===== config.mk =====
export PLATFORM = sky130hd
export DESIGN_NAME = wdog_guard
export DESIGN_NICKNAME = d
export VERILOG_FILES = /design/src/rtl/wdog_pkg.sv /design/src/rtl/wdog_keylock.sv /design/src/rtl/wdog_ctrl_regs.sv /design/src/rtl/wdog_count.sv /design/src/rtl/wdog_guard.sv
export SDC_FILE = /design/constraint.sdc
export NUM_CORES = 1
export LEC_CHECK = 0
export CORE_UTILIZATION = 35
export CTS_BUF_LIST = sky130_fd_sc_hd__clkbuf_2 sky130_fd_sc_hd__clkbuf_4 sky130_fd_sc_hd__clkbuf_8
export CTS_CLUSTER_SIZE = 24
export DETAILED_ROUTE_END_ITERATION = 10
export HOLD_SLACK_MARGIN = 0.08
export PLACE_DENSITY_LB_ADDON = 0.08
export REMOVE_ABC_BUFFERS = 1
export SLEW_MARGIN = 20
export SYNTH_ARGS = -nofsm -noshare
export SYNTH_HDL_FRONTEND = slang
export SYNTH_SLANG_ARGS = --single-unit

===== constraint.sdc =====
create_clock -name clk -period 2.95 [get_ports clk]
set_clock_uncertainty 0.05 [all_clocks]
set_input_delay 0.59 -clock clk [delete_from_list [all_inputs] [get_ports clk]]
set_output_delay 0.59 -clock clk [all_outputs]
set_load 0.005 [all_outputs]

===== src/rtl/wdog_pkg.sv =====
package wdog_pkg;
    localparam int KEY_W  = 16;
    localparam logic [KEY_W-1:0] UNLOCK_KEY = 16'h0096;

    localparam int RUN_W  = 4;
    localparam logic [RUN_W-1:0] STOP_CODE = 4'hA;

    localparam int MODE_W = 2;
    localparam logic [MODE_W-1:0] MODE_NMI = 2'b00;

    // control register field positions
    localparam int RUN_LSB  = 0;
    localparam int CLR_BIT  = 4;
    localparam int MODE_LSB = 8;
    localparam int STS_BIT  = 12;

    // register selects
    localparam int SEL_KEY   = 0;
    localparam int SEL_CTRL  = 1;
    localparam int SEL_LIMIT = 2;
endpackage


===== src/rtl/wdog_keylock.sv =====
module wdog_keylock
    import wdog_pkg::*;
#(
    parameter int ADDR_W = 4,
    parameter int DATA_W = 16
) (
    input  logic              clk,
    input  logic              rst_n,
    input  logic              wr_en,
    input  logic [ADDR_W-1:0] addr,
    input  logic [DATA_W-1:0] wdata,
    output logic [KEY_W-1:0]  key_o,
    output logic              unlocked_o
);
    typedef struct packed {
        logic [KEY_W-1:0] key;
    } lock_t;

    lock_t lk_d, lk_q;
    logic  key_hit;
    logic  unused_wdata;

    assign unused_wdata = ^wdata;

    always_comb begin
        key_hit = wr_en && (addr == ADDR_W'(SEL_KEY));
        lk_d    = lk_q;
        if (key_hit) begin
            lk_d.key = wdata[KEY_W-1:0];
        end
    end

    always_ff @(posedge clk or negedge rst_n) begin
        if (!rst_n) begin
            lk_q <= '0;
        end else begin
            lk_q <= lk_d;
        end
    end

    assign key_o      = lk_q.key;
    assign unlocked_o = (lk_q.key == UNLOCK_KEY);


    key_write_chk: assert property (@(posedge clk) disable iff (!rst_n)
        key_hit |=> (unlocked_o == ($past(wdata[KEY_W-1:0]) == UNLOCK_KEY)));


    lock_hold_chk: assert property (@(posedge clk) disable iff (!rst_n)
        !key_hit |=> $stable(unlocked_o));
endmodule


===== src/rtl/wdog_ctrl_regs.sv =====
module wdog_ctrl_regs
    import wdog_pkg::*;
#(
    parameter int ADDR_W = 4,
    parameter int DATA_W = 16,
    parameter int CMP_W  = 10
) (
    input  logic              clk,
    input  logic              rst_n,
    input  logic              wr_en,
    input  logic [ADDR_W-1:0] addr,
    input  logic [DATA_W-1:0] wdata,
    input  logic              unlocked_i,
    output logic [RUN_W-1:0]  run_field_o,
    output logic              running_o,
    output logic [MODE_W-1:0] mode_o,
    output logic [CMP_W-1:0]  cmp_o,
    output logic              clr_o
);
    typedef struct packed {
        logic [RUN_W-1:0]  run;
        logic [MODE_W-1:0] mode;
        logic [CMP_W-1:0]  cmp;
    } ctl_t;

    ctl_t cr_d, cr_q;
    logic wr_ok;
    logic ctrl_hit;
    logic lim_hit;
    logic unused_wdata;

    assign unused_wdata = ^wdata;

    always_comb begin
        wr_ok    = wr_en && unlocked_i;
        ctrl_hit = wr_ok && (addr == ADDR_W'(SEL_CTRL));
        lim_hit  = wr_ok && (addr == ADDR_W'(SEL_LIMIT));
        cr_d     = cr_q;
        if (ctrl_hit) begin
            cr_d.run  = wdata[RUN_LSB +: RUN_W];
            cr_d.mode = wdata[MODE_LSB +: MODE_W];
        end
        if (lim_hit) begin
            cr_d.cmp = wdata[CMP_W-1:0];
        end
        clr_o = ctrl_hit && wdata[CLR_BIT];
    end

    always_ff @(posedge clk or negedge rst_n) begin
        if (!rst_n) begin
            cr_q.run  <= STOP_CODE;
            cr_q.mode <= MODE_NMI;
            cr_q.cmp  <= '1;
        end else begin
            cr_q <= cr_d;
        end
    end

    assign run_field_o = cr_q.run;
    assign running_o   = (cr_q.run != STOP_CODE);
    assign mode_o      = cr_q.mode;
    assign cmp_o       = cr_q.cmp;


    locked_wr_chk: assert property (@(posedge clk) disable iff (!rst_n)
        (wr_en && !unlocked_i) |=> ($stable(run_field_o) && $stable(mode_o) && $stable(cmp_o)));


    stop_code_chk: assert property (@(posedge clk) disable iff (!rst_n)
        (ctrl_hit && (wdata[RUN_LSB +: RUN_W] == STOP_CODE)) |=> !running_o);


    start_code_chk: assert property (@(posedge clk) disable iff (!rst_n)
        (ctrl_hit && (wdata[RUN_LSB +: RUN_W] != STOP_CODE)) |=> running_o);
endmodule


===== src/rtl/wdog_count.sv =====
module wdog_count
    import wdog_pkg::*;
#(
    parameter int CMP_W = 10
) (
    input  logic              clk,
    input  logic              rst_n,
    input  logic              tick,
    input  logic              running,
    input  logic              clr,
    input  logic [CMP_W-1:0]  cmp,
    input  logic [MODE_W-1:0] mode,
    output logic              nmi_o,
    output logic              rst_o
);
    typedef struct packed {
        logic [CMP_W-1:0] cnt;
        logic             nmi;
        logic             rst;
    } cnt_t;

    cnt_t ct_d, ct_q;
    logic match;

    always_comb begin
        ct_d  = ct_q;
        match = 1'b0;
        if (clr) begin
            ct_d.cnt = '0;
            ct_d.nmi = 1'b0;
        end else if (tick && running) begin
            if (ct_q.cnt == cmp) begin
                ct_d.cnt = '0;
                match    = 1'b1;
            end else begin
                ct_d.cnt = ct_q.cnt + 1'b1;
            end
        end
        if (tick) begin
            ct_d.rst = 1'b0;
        end
        if (match) begin
            if (mode == MODE_NMI) begin
                ct_d.nmi = 1'b1;
            end else begin
                ct_d.rst = 1'b1;
            end
        end
    end

    always_ff @(posedge clk or negedge rst_n) begin
        if (!rst_n) begin
            ct_q <= '0;
        end else begin
            ct_q <= ct_d;
        end
    end

    assign nmi_o = ct_q.nmi;
    assign rst_o = ct_q.rst;


    cnt_hold_chk: assert property (@(posedge clk) disable iff (!rst_n)
        (!clr && !(tick && running)) |=> $stable(ct_q.cnt));


    wrap_chk: assert property (@(posedge clk) disable iff (!rst_n)
        (!clr && tick && running && (ct_q.cnt == cmp)) |=> (ct_q.cnt == '0));


    clr_wins_chk: assert property (@(posedge clk) disable iff (!rst_n)
        clr |=> ((ct_q.cnt == '0) && !nmi_o));


    nmi_sticky_chk: assert property (@(posedge clk) disable iff (!rst_n)
        $fell(nmi_o) |-> $past(clr));


    nmi_mode_chk: assert property (@(posedge clk) disable iff (!rst_n)
        $rose(nmi_o) |-> ($past(mode) == MODE_NMI));


    rst_tick_chk: assert property (@(posedge clk) disable iff (!rst_n)
        $rose(rst_o) |-> $past(tick && running));
endmodule


===== src/rtl/wdog_guard.sv =====
module wdog_guard
    import wdog_pkg::*;
#(
    parameter int ADDR_W = 4,
    parameter int DATA_W = 16,
    parameter int CMP_W  = 10
) (
    input  logic              clk,
    input  logic              rst_n,
    input  logic [ADDR_W-1:0] addr,
    input  logic [DATA_W-1:0] wdata,
    input  logic              wr_en,
    output logic [DATA_W-1:0] rdata,
    input  logic              tick,
    output logic              nmi_req,
    output logic              rst_req
);
    logic [KEY_W-1:0]  key;
    logic              unlocked;
    logic [RUN_W-1:0]  run_field;
    logic              running;
    logic [MODE_W-1:0] mode;
    logic [CMP_W-1:0]  cmp;
    logic              clr;

    wdog_keylock #(.ADDR_W(ADDR_W), .DATA_W(DATA_W)) u_lock (
        .clk        (clk),
        .rst_n      (rst_n),
        .wr_en      (wr_en),
        .addr       (addr),
        .wdata      (wdata),
        .key_o      (key),
        .unlocked_o (unlocked)
    );

    wdog_ctrl_regs #(.ADDR_W(ADDR_W), .DATA_W(DATA_W), .CMP_W(CMP_W)) u_regs (
        .clk         (clk),
        .rst_n       (rst_n),
        .wr_en       (wr_en),
        .addr        (addr),
        .wdata       (wdata),
        .unlocked_i  (unlocked),
        .run_field_o (run_field),
        .running_o   (running),
        .mode_o      (mode),
        .cmp_o       (cmp),
        .clr_o       (clr)
    );

    wdog_count #(.CMP_W(CMP_W)) u_count (
        .clk     (clk),
        .rst_n   (rst_n),
        .tick    (tick),
        .running (running),
        .clr     (clr),
        .cmp     (cmp),
        .mode    (mode),
        .nmi_o   (nmi_req),
        .rst_o   (rst_req)
    );

    always_comb begin
        rdata = '0;
        case (addr)
            ADDR_W'(SEL_KEY): begin
                rdata[KEY_W-1:0] = key;
            end
            ADDR_W'(SEL_CTRL): begin
                rdata[RUN_LSB +: RUN_W]   = run_field;
                rdata[MODE_LSB +: MODE_W] = mode;
                rdata[STS_BIT]            = nmi_req;
            end
            ADDR_W'(SEL_LIMIT): begin
                rdata[CMP_W-1:0] = cmp;
            end
            default: rdata = '0;
        endcase
    end


    nmi_flag_read_chk: assert property (@(posedge clk) disable iff (!rst_n)
        (addr == ADDR_W'(SEL_CTRL)) |-> (rdata[STS_BIT] == nmi_req));


    clr_reads_zero_chk: assert property (@(posedge clk) disable iff (!rst_n)
        (addr == ADDR_W'(SEL_CTRL)) |-> !rdata[CLR_BIT]);
endmodule


# After elaboration in Yosys (flattened, before gate mapping)
# Index checks and enable logic that the tools add are counted.
classes:
  n_bitwise: 0
  multipliers: 0
  eq_ne: 5
  magnitude_cmp: 0
  n_shift: 0
  div_mod_pow: 0
  reduce_logical: 9
  addsub: 1
  muxes: 17
op_table:
  columns: ["op", "n"]
  rows:
  - ["2-to-1 mux 10 bit", 3]
  - ["== test 16 x 8 -> 1 bit (second input constant)", 1]
  - ["case mux 4 bit (3 select lines)", 1]
  - ["adder 10 x 1 -> 10 bit (second input constant)", 1]
  - ["== test 10 bit", 1]
  - ["case mux 4 bit (2 select lines)", 1]
  - ["2-to-1 mux 1 bit", 7]
  - ["logical AND 1 bit", 6]
  - ["case mux 2 bit (3 select lines)", 1]
  - ["== test 4 x 1 -> 1 bit (second input constant)", 1]
  - ["== test 4 x 2 -> 1 bit (second input constant)", 1]
  - ["zero test 4 bit", 1]
  - ["2-to-1 mux 2 bit", 2]
  - ["!= test 4 bit (second input constant)", 1]
  - ["2-to-1 mux 3 bit", 1]
  - ["zero test 2 bit", 1]
  - ["case mux 1 bit (2 select lines)", 1]
  - ["nonzero test 2 bit", 1]
word_totals:
  ram_bits: 0
  ff_bits: 44
  latchBits: 0
  inputBits: 24
  rom_bits: 0
  memories: 0
  wordCells: 39

# Depth between registers and ports, before layout
# Gate-level depths: netlist (run 1).
logic_depth:
  ltp_word: 7
  depth_mapped: 5
  mapped_depth_nobuf: 5

# By module
# Synthesis (run 1) repeated with hierarchy kept, for this count alone.
unflattened:
  cells_unflattened: 191
  hier_area_um2: 2374.8
modules_own_cells:
  columns: ["module", "area_per_inst_um2", "n_inst", "seq_area_each_um2", "cells_per_inst"]
  rows:
  - ["wdog_count", 752.0, 1, 300.3, 79]
  - ["wdog_ctrl_regs", 694.4, 1, 415.4, 39]
  - ["wdog_keylock", 659.4, 1, 400.4, 42]
  - ["wdog_guard", 269.0, 1, 0.0, 31]

# Least setup slack after synthesis (run 1)
# No wires, ideal clock.
synth_path:
  path_type: "input -> output"
  from: "input addr[0]"
  to: "output rdata[0]"
  arrival_time_ps: 1561
  stages: 4
  path_slack_ps: 749
  path_cell_list: "nor4_2 > clkbuf_1 > a222oi_1 > inv_1"
synth_between:
  elab_chain_len: 2
  word_cells_on_any_way: 4
  cone_classes: "eq/ne: 2; mux: 1; reduce/logical: 1"
synth_lines:
  columns: ["item", "line", "source"]
  rows:
  - ["start: declaration", "wdog_guard.sv:10", "input logic [ADDR_W-1:0] addr,"]
  - ["== test 4 x 2 -> 1 bit, or another cell as far along", "wdog_guard.sv:64", "case (addr)"]
  - ["case mux 4 bit (3 select lines) *", "wdog_guard.sv:64", null]
  - ["end: declaration", "wdog_guard.sv:13", "output logic [DATA_W-1:0] rdata,"]
# Every way passes the cells marked *; elsewhere a longest branch is shown, timed or not.

# Worst setup path after layout (run 1)
layout_path:
  from: "input addr[2]"
  to: "output rdata[6]"
layout_between:
  elab_chain_len: 2
  word_cells_on_any_way: 3
  cone_classes: "eq/ne: 1; mux: 1; reduce/logical: 1"
layout_lines:
  columns: ["item", "line"]
  rows:
  - ["== test 4 x 2 -> 1 bit / zero test 4 bit (equally long branches)", "wdog_guard.sv:64"]
  - ["case mux 4 bit (2 select lines) *", "wdog_guard.sv:64"]
# Marked as above.

==> key figures, run 1 <==
Timing
  • Final hold vios: 0
  • Worst-Margin Slew: 0.888 ns
  • Final Cycle Share: 96.9%
  • Max Freq: 350 MHz
  • Slew Limit Fails: 0
  • Tmin final: 2.86 ns
  • Setup TNS: 0 ns
  • Normalized max-slew margin: 40.3%
  • RSZ-0062 raised after global routing: false
  • Endpoints failing setup: 0

Cells and area
  • Proportion of layout cells with a drive suffix above 1: 28.8%
  • Finished Cell Area: 2870 um2
  • Area delta synth->final: 30.5%
  • Diodes inserted: 0
  • Final nets: 261

Place
  • Post-DP HPWL: 3.98 mm
  • I/O Buffers: 41
  • GP Congestion: 0.848
  • Post-DP Area: 2750 um2

Critical path
  • Slowest CP cell: clkdlybuf4s50_1
  • CP arrival: 2.22 ns
  • Worst r2r path cells: 4
  • RR Endpoint: u_regs.mode_o[1]$_DFFE_PN0P_
  • Crit path max fanout: 4
  • Setup CP Type: primary input to primary output
  • Req. time, crit path: 2.31 ns
  • Crit path launch type: primary input
  • Critical path startpoint: addr[2]
  • Crit path capture: rdata[6]
  • Worst-path cell chain: dlygate4sd2_1, nor4_4, clkdlybuf4s15_2, a22o_1, clkdlybuf4s50_1
  • Worst path max stage delay: 0.50 ns
  • Reg2reg start: u_lock.key_o[6]$_DFFE_PN0P_
  • Crit path capture type: primary output
  • Flop-to-flop setup slack: 0.58 ns

Detailed routing
  • 1st-iter DRT viols: 67
  • DR pass1 iterations: 5
  • Vias per cell: 5.30
  • Vias: 1649
  • DRC errors left: 0
  • Detail Route Antenna Nets: 0
  • Final WL: 5.41 mm
  • Wirelength per Cell: 17.4 um

Run status
  • Status: completed

Synthesis
  • Synth top area share: 36.4%
  • Synthesized area per cell: 12.1 um2
  • Netlist cell types: 34
  • Synth area leaders: dfrtp_1 36%, mux2_2 16%, dfstp_2 14%
  • Post-synthesis sequential area ratio: 50.8%
  • Synth Register Bits: 44
  • Largest area contributor in the synthesized netlist: dfrtp_1
  • Mapped Area: 2200 um2
  • Yosys warning total: 0
  • Gate Count Post-Synth: 181

Global route
  • Met2 GRT Util: 28.7%
  • GR met1 Demand/Resource: 25.6%
  • Remaining Overflow, GRT: 0
  • Antenna violations before repair: 0
  • Total Routing Usage GR: 18.2%
  • Vias in the first global route: 1724
  • Global routing's busiest layer: met2
  • First-pass GRT wire length: 8.87 mm
  • Grt met3 use: 3.82%
  • Largest net degree at the start of global routing: 45

Clock tree
  • Htree depth: 2
  • Post-CTS Hold Buffers: 0
  • Num CTS Buffers: 5
  • Clk buf depth: 2
  • CTS sink cnt: 44
  • Clock transition at the registers of the reported paths: 0.08 ns
  • CTS root buffer: clkbuf_8
  • Clock Latency Late Sink: 0.29 ns
  • CTS tree: built

Die
  • Die Span Y: 81.3 um
  • Initial core utilization: 36.7%
  • Top Ports: 42
  • Rows: 28
  • Die ar.: 6600 um2
  • Core area: 5990 um2
  • Die W: 81.3 um

Power
  • Leak: 1.28 nW
  • Max VDD drop: 0.000193 V
  • PD cells: 428 nW/um2

Hold path
  • Hold Crit Class: primary input to async pin

Job
  • Max_cap viols: 0
[placed cells by master, fill, tap and decap left out, types with 2 or more instances in the layout]
cell type	Yosys	routed
a222oi_1	6	6
buf_4	0	8
a21oi_1	3	3
clkdlybuf4s50_1	0	36
dfrtp_1	32	32
nor4_1	4	4
nand4b_1	2	2
nand3_1	6	6
clkbuf_8	0	5
a22o_1	5	5
dlygate4sd2_1	0	4
nor2_1	10	10
and2_1	5	5
mux2_2	32	32
inv_1	8	8
nor3_1	4	4
and4_1	2	2
xor2_1	13	13
nand4_1	4	4
dfstp_2	12	12
or4_1	2	2
xnor2_1	5	5
nand2_1	8	8
nor4b_2	1	2
[kinds of logic after synthesis]
kind of cell	share of synthesized area, %
xor+xnor	7.17
flops	50.8
buf+inv	1.88
mux	16.4
simple gates	16.5
fa+ha+maj	0.569
compound gates	6.72
[how the worst min path moves through the flow]
stage / start / to / slack, ns / cells past startpoint
after floorplan: rst_n / u_count.ct_q[10]$_DFFE_PN0P_ / 0.24 / 0
after global placement: u_lock.key_o[8]$_DFFE_PN0P_ / u_lock.key_o[8]$_DFFE_PN0P_ / 0.46 / 1
after detailed placement: u_lock.key_o[8]$_DFFE_PN0P_ / u_lock.key_o[8]$_DFFE_PN0P_ / 0.48 / 1
after CTS: rst_n / u_count.ct_q[5]$_DFFE_PN0P_ / 0.43 / 1
after global routing: rst_n / u_count.ct_q[9]$_DFFE_PN0P_ / 0.17 / 1
final: rst_n / u_count.ct_q[9]$_DFFE_PN0P_ / 0.16 / 1
[layer usage]
layer / vias up / part of all wire, %
li1: 778 / -
met1: 832 / 49
met2: 35 / 47
met3: 4 / 4.0
met4: 0 / 0.87
met5: - / 0
[layout make-up]
type / instances / area [um2]
clock inverters: 1 / 5.00
repair buffers: 51 / 492
inverters: 8 / 30.0
fillers: 554 / 3120
flip-flops and latches: 44 / 1120
well taps: 75 / 93.8
multi-input cells: 126 / 1060
clock buffers: 6 / 76.3
[where the power goes]
group	switching, mW	internal (mW)
logic	0.0634	0.0968
registers	0.0546	0.656
clock network	0.187	0.170
total	0.305	0.923
[registers in the layout (all words and copies together), names as in the netlist]
| signal | count |
|---|---|
| u_count.rst_o | 1 |
| u_regs.run_field_o | 4 |
| u_regs.cmp_o | 10 |
| u_regs.mode_o | 2 |
| u_count.nmi_o | 1 |
| u_count.ct_q | 10 |
| u_lock.key_o | 16 |
[through the flow]
stage	std cells	power, mW	util [%]	setup WS (ns)	hold WS, ns
5_1_grt	311	1.29	47.9	0.0409	0.170
2_1_floorplan	178	0.779	-	0.278	0.244
6_report	311	1.23	47.9	0.0901	0.160
3_5_place_dp	302	0.879	45.9	-0.0253	0.481
3_3_place_gp	302	0.871	45.9	0.000729	0.463
4_1_cts	310	1.24	47.6	0.0899	0.435
[synthesized netlist by cell type (all sizes together)]
cell type,instances
a21oi,3
a222oi,6
a22o,5
and2,5
and3,1
and4,2
clkbuf,3
dfrtp,32
dfstp,12
ha,1
inv,8
mux2,32
nand2,8
nand3,6
nand3b,1
nand4,4
nand4b,2
nor2,12
nor3,4
nor4,5
nor4b,3
o21ai,1
o21bai,1
o31a,1
o31ai,1
or4,2
or4b,2
xnor2,5
xor2,13
[worst max-delay path, delay by kind of cell]
kind                   cells  cell delay [ns]
AOI/OAI and AO/OA          1             0.18
buffers and inverters      3             1.10
and+or+nand+nor            1             0.34
[what timing repair did]
action / in CTS / in global routing
hold endpoints to repair: 0 / 0
gates resized for setup: 5 / 0
buffers inserted: 0 / 0
endpoints found under the setup margin: 10 / 0
Power figures use the tool's default switching activity.
==> run 2: changes to the inputs <==
- CORE_MARGIN: not set -> 8
==> run 2 against run 1 <==
  * Critical path depth is 1 higher
  * Non-clock buffer count is 1 lower
  * Highest routed layer unchanged
  * Largest cell class unchanged
  * Total power is 3.7% higher
  * Sequential power hardly changed
==> key figures, run 2 (same netlist as run 1, synthesis figures left out) <==
Detailed routing
  • Vias: 1663
  • Wirelength per Cell: 18.6 um
  • DRC errors left: 0
  • DR pass1 iterations: 4
  • Detail Route Antenna Nets: 0
  • Met3 WL: 367 um
  • Top sig layer: met4
  • Vias per cell: 5.31
  • M1 WL: 2.68 mm
  • 1st-iter DRT viols: 74
  • Final WL: 5.83 mm
  • Detail Route met2 WL: 2.73 mm

Die
  • Die ar.: 9070 um2
  • Initial core utilization: 35.4%
  • Core area: 6200 um2
  • Rows: 29
  • Top Ports: 42
  • Die W: 95.3 um
  • Die Span Y: 95.3 um

Job
  • Max_cap viols: 0

Place
  • Post-DP Area: 2760 um2
  • Post-DP HPWL: 4.26 mm
  • I/O Buffers: 41
  • Inst Count DP: 303
  • GP Congestion: 0.802

Cells and area
  • Final nets: 260
  • Finished Cell Area: 2890 um2
  • Max FFs per register: 16
  • Proportion of layout cells with a drive suffix above 1: 28.8%
  • Area delta synth->final: 31.3%
  • Commonest non-fill, non-tap cell in the layout: clkdlybuf4s50_1
  • Core Util, Final: 46.5%
  • Diodes inserted: 0
  • Most frequent cells in the layout: 36 x clkdlybuf4s50_1, 32 x mux2_2, 32 x dfrtp_1, 13 x xor2_1, 12 x dfstp_2
  • Final Non-Filler Cells: 313

Critical path
  • Crit path launch type: primary input
  • Worst r2r path cells: 4
  • Reg2reg start: u_lock.key_o[6]$_DFFE_PN0P_
  • RR Endpoint: u_regs.run_field_o[2]$_DFFE_PN0P_
  • Crit path capture type: primary output
  • Crit path max fanout: 9
  • CP arrival: 2.20 ns
  • Flop-to-flop setup slack: 0.52 ns
  • Setup CP Type: primary input to primary output
  • Req. time, crit path: 2.31 ns

Global route
  • Vias in the first global route: 1791
  • Remaining Overflow, GRT: 0
  • Antenna violations before repair: 0
  • First-pass GRT wire length: 9.55 mm
  • Largest net degree at the start of global routing: 45
  • Total Routing Usage GR: 13.8%

Timing
  • Final Cycle Share: 96.4%
  • RSZ-0062 raised after global routing: false
  • Max Freq: 352 MHz
  • Endpoints failing setup: 0
  • Worst-Margin Slew: 0.864 ns
  • Normalized max-slew margin: 41.9%
  • Worst hold slack: 0.240 ns
  • Tmin final: 2.84 ns
  • Slew Limit Fails: 0
  • Final hold vios: 0

Clock tree
  • Num CTS Buffers: 5
  • Post-CTS Hold Buffers: 0
  • CTS tree: built
  • CTS root buffer: clkbuf_8
  • Htree depth: 2
  • Clock Latency Late Sink: 0.29 ns
  • Clock transition at the registers of the reported paths: 0.08 ns
  • Clk buf depth: 2
  • CTS sink cnt: 44

Hold path
  • Hold Crit Class: primary input to async pin

Power
  • Max VDD drop: 0.000209 V
  • PD cells: 441 nW/um2
  • Leak: 1.29 nW

Run status
  • Status: completed
[run 2: cell types whose count changed in the layout (fill, tap and decap cells not counted), sizes merged]
cell / before / now
clkbuf: 6 / 8
clkdlybuf4s15: 1 / 0
clkinv: 1 / 0
[run 2: cell type report]
class,instances,area [um2]
clock buffer,8,97.6
fill,570,3320
inverter,8,30.0
multi-input combinational,126,1060
sequential,44,1120
tap,77,96.3
timing repair buffer,50,482
[run 2: critical path: stages]
cell	delay (ns)
dlygate4sd2_1	0.30
nor4_4	0.38
buf_6	0.18
buf_12	0.11
a22o_1	0.13
clkdlybuf4s50_1	0.50
[run 2: routing by layer]
layer	track usage (%)	vias up
met5	0	-
met4	3.90	0
met3	3.54	6
met2	22.3	47
met1	17.9	830
li1	-	780
[run 2: worst max path at each step]
stage	from	endpoint	cells past startpoint
final	addr[0]	rdata[7]	6
after global routing	addr[0]	rdata[10]	6
after CTS	addr[0]	rdata[7]	6
after detailed placement	addr[0]	rdata[7]	6
after global placement	addr[0]	rdata[7]	6
after floorplan	addr[0]	u_regs.cmp_o[0]$_DFFE_PN1P_	4
[run 2: per-stage QoR]
stage	setup TNS, ns	setup slack, ns	power (mW)
after floorplan	0	0.278	0.779
after global placement	-0.135	-0.0254	0.870
after detailed placement	-0.406	-0.0579	0.879
after CTS	0	0.0849	1.29
after global routing	0	0.0163	1.34
final	0	0.106	1.27
[run 2: where the power goes]
part | total, mW | leakage [nW] | switching, mW | internal (mW)
combinational | 0.161 | 0.700 | 0.0655 | 0.0958
clock | 0.405 | 0.0523 | 0.196 | 0.210
sequential | 0.707 | 0.538 | 0.0510 | 0.656
total | 1.27 | 1.29 | 0.312 | 0.961
[run 2: repair_timing]
item | CTS | global route
pin swaps | 2 | 1
setup buffers | 0 | 0
gates resized for setup | 9 | 0
setup endpoints to repair | 13 | 1
cloned | 2 | 0
==> run 3: changes to the inputs <==
- CORE_ASPECT_RATIO: not set -> 1.2
==> run 3 against run 2 <==
  * Non-clock buffer count increased by 1
  * Sequential share of layout area decreased by 0.12 points
  * Largest power group unchanged
  * Highest routed layer unchanged
  * First-iteration DRC count increased by 69%
  * Final area is 0.30% higher
==> key figures, run 3 (same netlist as run 1, synthesis figures left out) <==
Die
  • Top Ports: 42
  • Initial core utilization: 36.3%
  • Die ar.: 9080 um2
  • Core area: 6050 um2
  • Rows: 31
  • Die W: 88.3 um
  • Die Span Y: 103 um

Timing
  • Slew Limit Fails: 0
  • Final hold vios: 0
  • Endpoints failing setup: 0
  • Final Cycle Share: 97.9%
  • Setup TNS: 0 ns
  • Tmin final: 2.89 ns
  • Normalized max-slew margin: 38.8%
  • RSZ-0062 raised after global routing: false
  • Max Freq: 346 MHz
  • Worst hold slack: 0.230 ns
  • Worst-Margin Slew: 0.910 ns

Cells and area
  • Area delta synth->final: 31.7%
  • Final Non-Filler Cells: 319
  • Area occupied by multi-input gates: 1060 um2
  • Commonest non-fill, non-tap cell in the layout: clkdlybuf4s50_1
  • Fillers: 576
  • Proportion of layout cells with a drive suffix above 1: 29.1%
  • FF/Latch Area: 1120 um2
  • Max FFs per register: 16
  • Most frequent cells in the layout: 36 x clkdlybuf4s50_1, 32 x mux2_2, 32 x dfrtp_1, 13 x xor2_1, 12 x dfstp_2
  • Final nets: 261
  • Diodes inserted: 0

Critical path
  • Crit path max fanout: 6
  • Crit path capture type: primary output
  • CP arrival: 2.25 ns
  • Top cell by count, worst path: buf_4
  • Worst-path cell chain: dlygate4sd2_1, nor4_2, buf_4, buf_4, a22o_1, clkdlybuf4s50_1
  • Worst path max stage delay: 0.50 ns
  • Slowest CP cell: clkdlybuf4s50_1
  • Req. time, crit path: 2.31 ns
  • Crit path launch type: primary input
  • Setup CP Type: primary input to primary output

Clock tree
  • Htree depth: 2
  • CTS root buffer: clkbuf_8
  • Num CTS Buffers: 5
  • Post-CTS Hold Buffers: 0
  • CTS tree: built
  • Clock Latency Late Sink: 0.30 ns
  • Post-CTS setup buffers: 0
  • Clk buf depth: 2
  • Number of gates resized after cts: 5
  • CTS sink cnt: 44
  • Clock transition at the registers of the reported paths: 0.08 ns

Global route
  • Largest net degree at the start of global routing: 45
  • Vias in the first global route: 1829
  • Antenna violations before repair: 0
  • Remaining Overflow, GRT: 0
  • Total Routing Usage GR: 13.8%
  • First-pass GRT wire length: 9.47 mm

Detailed routing
  • Wirelength per Cell: 18.2 um
  • Vias per cell: 5.28
  • DR pass1 iterations: 5
  • Vias: 1684
  • 1st-iter DRT viols: 125
  • DRC errors left: 0
  • Detail Route Antenna Nets: 0
  • Final WL: 5.80 mm

Place
  • GP Congestion: 0.834
  • Post-DP HPWL: 4.27 mm
  • I/O Buffers: 41
  • Inst Count DP: 309

Power
  • Leak: 1.29 nW
  • Max VDD drop: 0.000232 V
  • Total Power: 1.26 mW
  • PD cells: 435 nW/um2

Job
  • Max_cap viols: 0

Run status
  • Status: completed

Hold path
  • Hold Crit Class: primary input to async pin
[run 3: critical path, delay by kind of cell]
| kind | cells | cell delay [ns] |
|---|---|---|
| buffers and inverters | 4 | 1.15 |
| and+or+nand+nor | 1 | 0.36 |
| AOI/OAI and AO/OA | 1 | 0.14 |
[run 3: metal layers]
layer,vias up,global-route usage (%),share of wire (%),wire [um]
met5,-,0,0,0
met4,0,4.82,1.7,99
met3,10,4.07,5.4,316
met2,54,23.7,52,3010
met1,843,15.8,41,2380
li1,777,-,-,-
[run 3: power by group]
part	internal, mW	leakage [nW]	switching [mW]
Combinational	0.0961	0.702	0.0634
Sequential	0.656	0.538	0.0503
Clock	0.187	0.0510	0.206
[run 3: area by class of cell]
cell class	count	area share [%]
Multi-Input combinational cell	126	36.5
Clock buffer	6	2.85
Inverter	8	1.04
Clock inverter	2	0.346
Timing Repair Buffer	51	17.2
Tap cell	82	3.54
Sequential cell	44	38.5
[run 3: metrics by stage]
stage	setup WS (ns)	utilization [%]	instance area [um2]
2_1_floorplan	0.278	-	2190
3_3_place_gp	-0.0216	45.8	2770
3_5_place_dp	-0.0446	45.8	2770
4_1_cts	0.0518	47.8	2890
5_1_grt	0.00133	47.8	2900
6_report	0.0611	47.8	2900
[run 3: path summary, 6_finish.rpt]
check | startpoint | to | slack (ns) | depth (start not counted)
setup / recovery | addr[2] | rdata[12] | 0.06 | 6
hold reg to reg | u_lock.key_o[4]$_DFFE_PN0P_ | u_lock.key_o[4]$_DFFE_PN0P_ | 0.50 | 1
hold / removal | rst_n | u_lock.key_o[5]$_DFFE_PN0P_ | 0.23 | 1
min in group clk | u_lock.key_o[4]$_DFFE_PN0P_ | u_lock.key_o[4]$_DFFE_PN0P_ | 0.50 | 1
setup reg to reg | u_lock.key_o[6]$_DFFE_PN0P_ | u_regs.run_field_o[0]$_DFFE_PN0P_ | 0.56 | 4
max in group asynchronous | rst_n | u_regs.cmp_o[6]$_DFFE_PN1P_ | 2.23 | 1
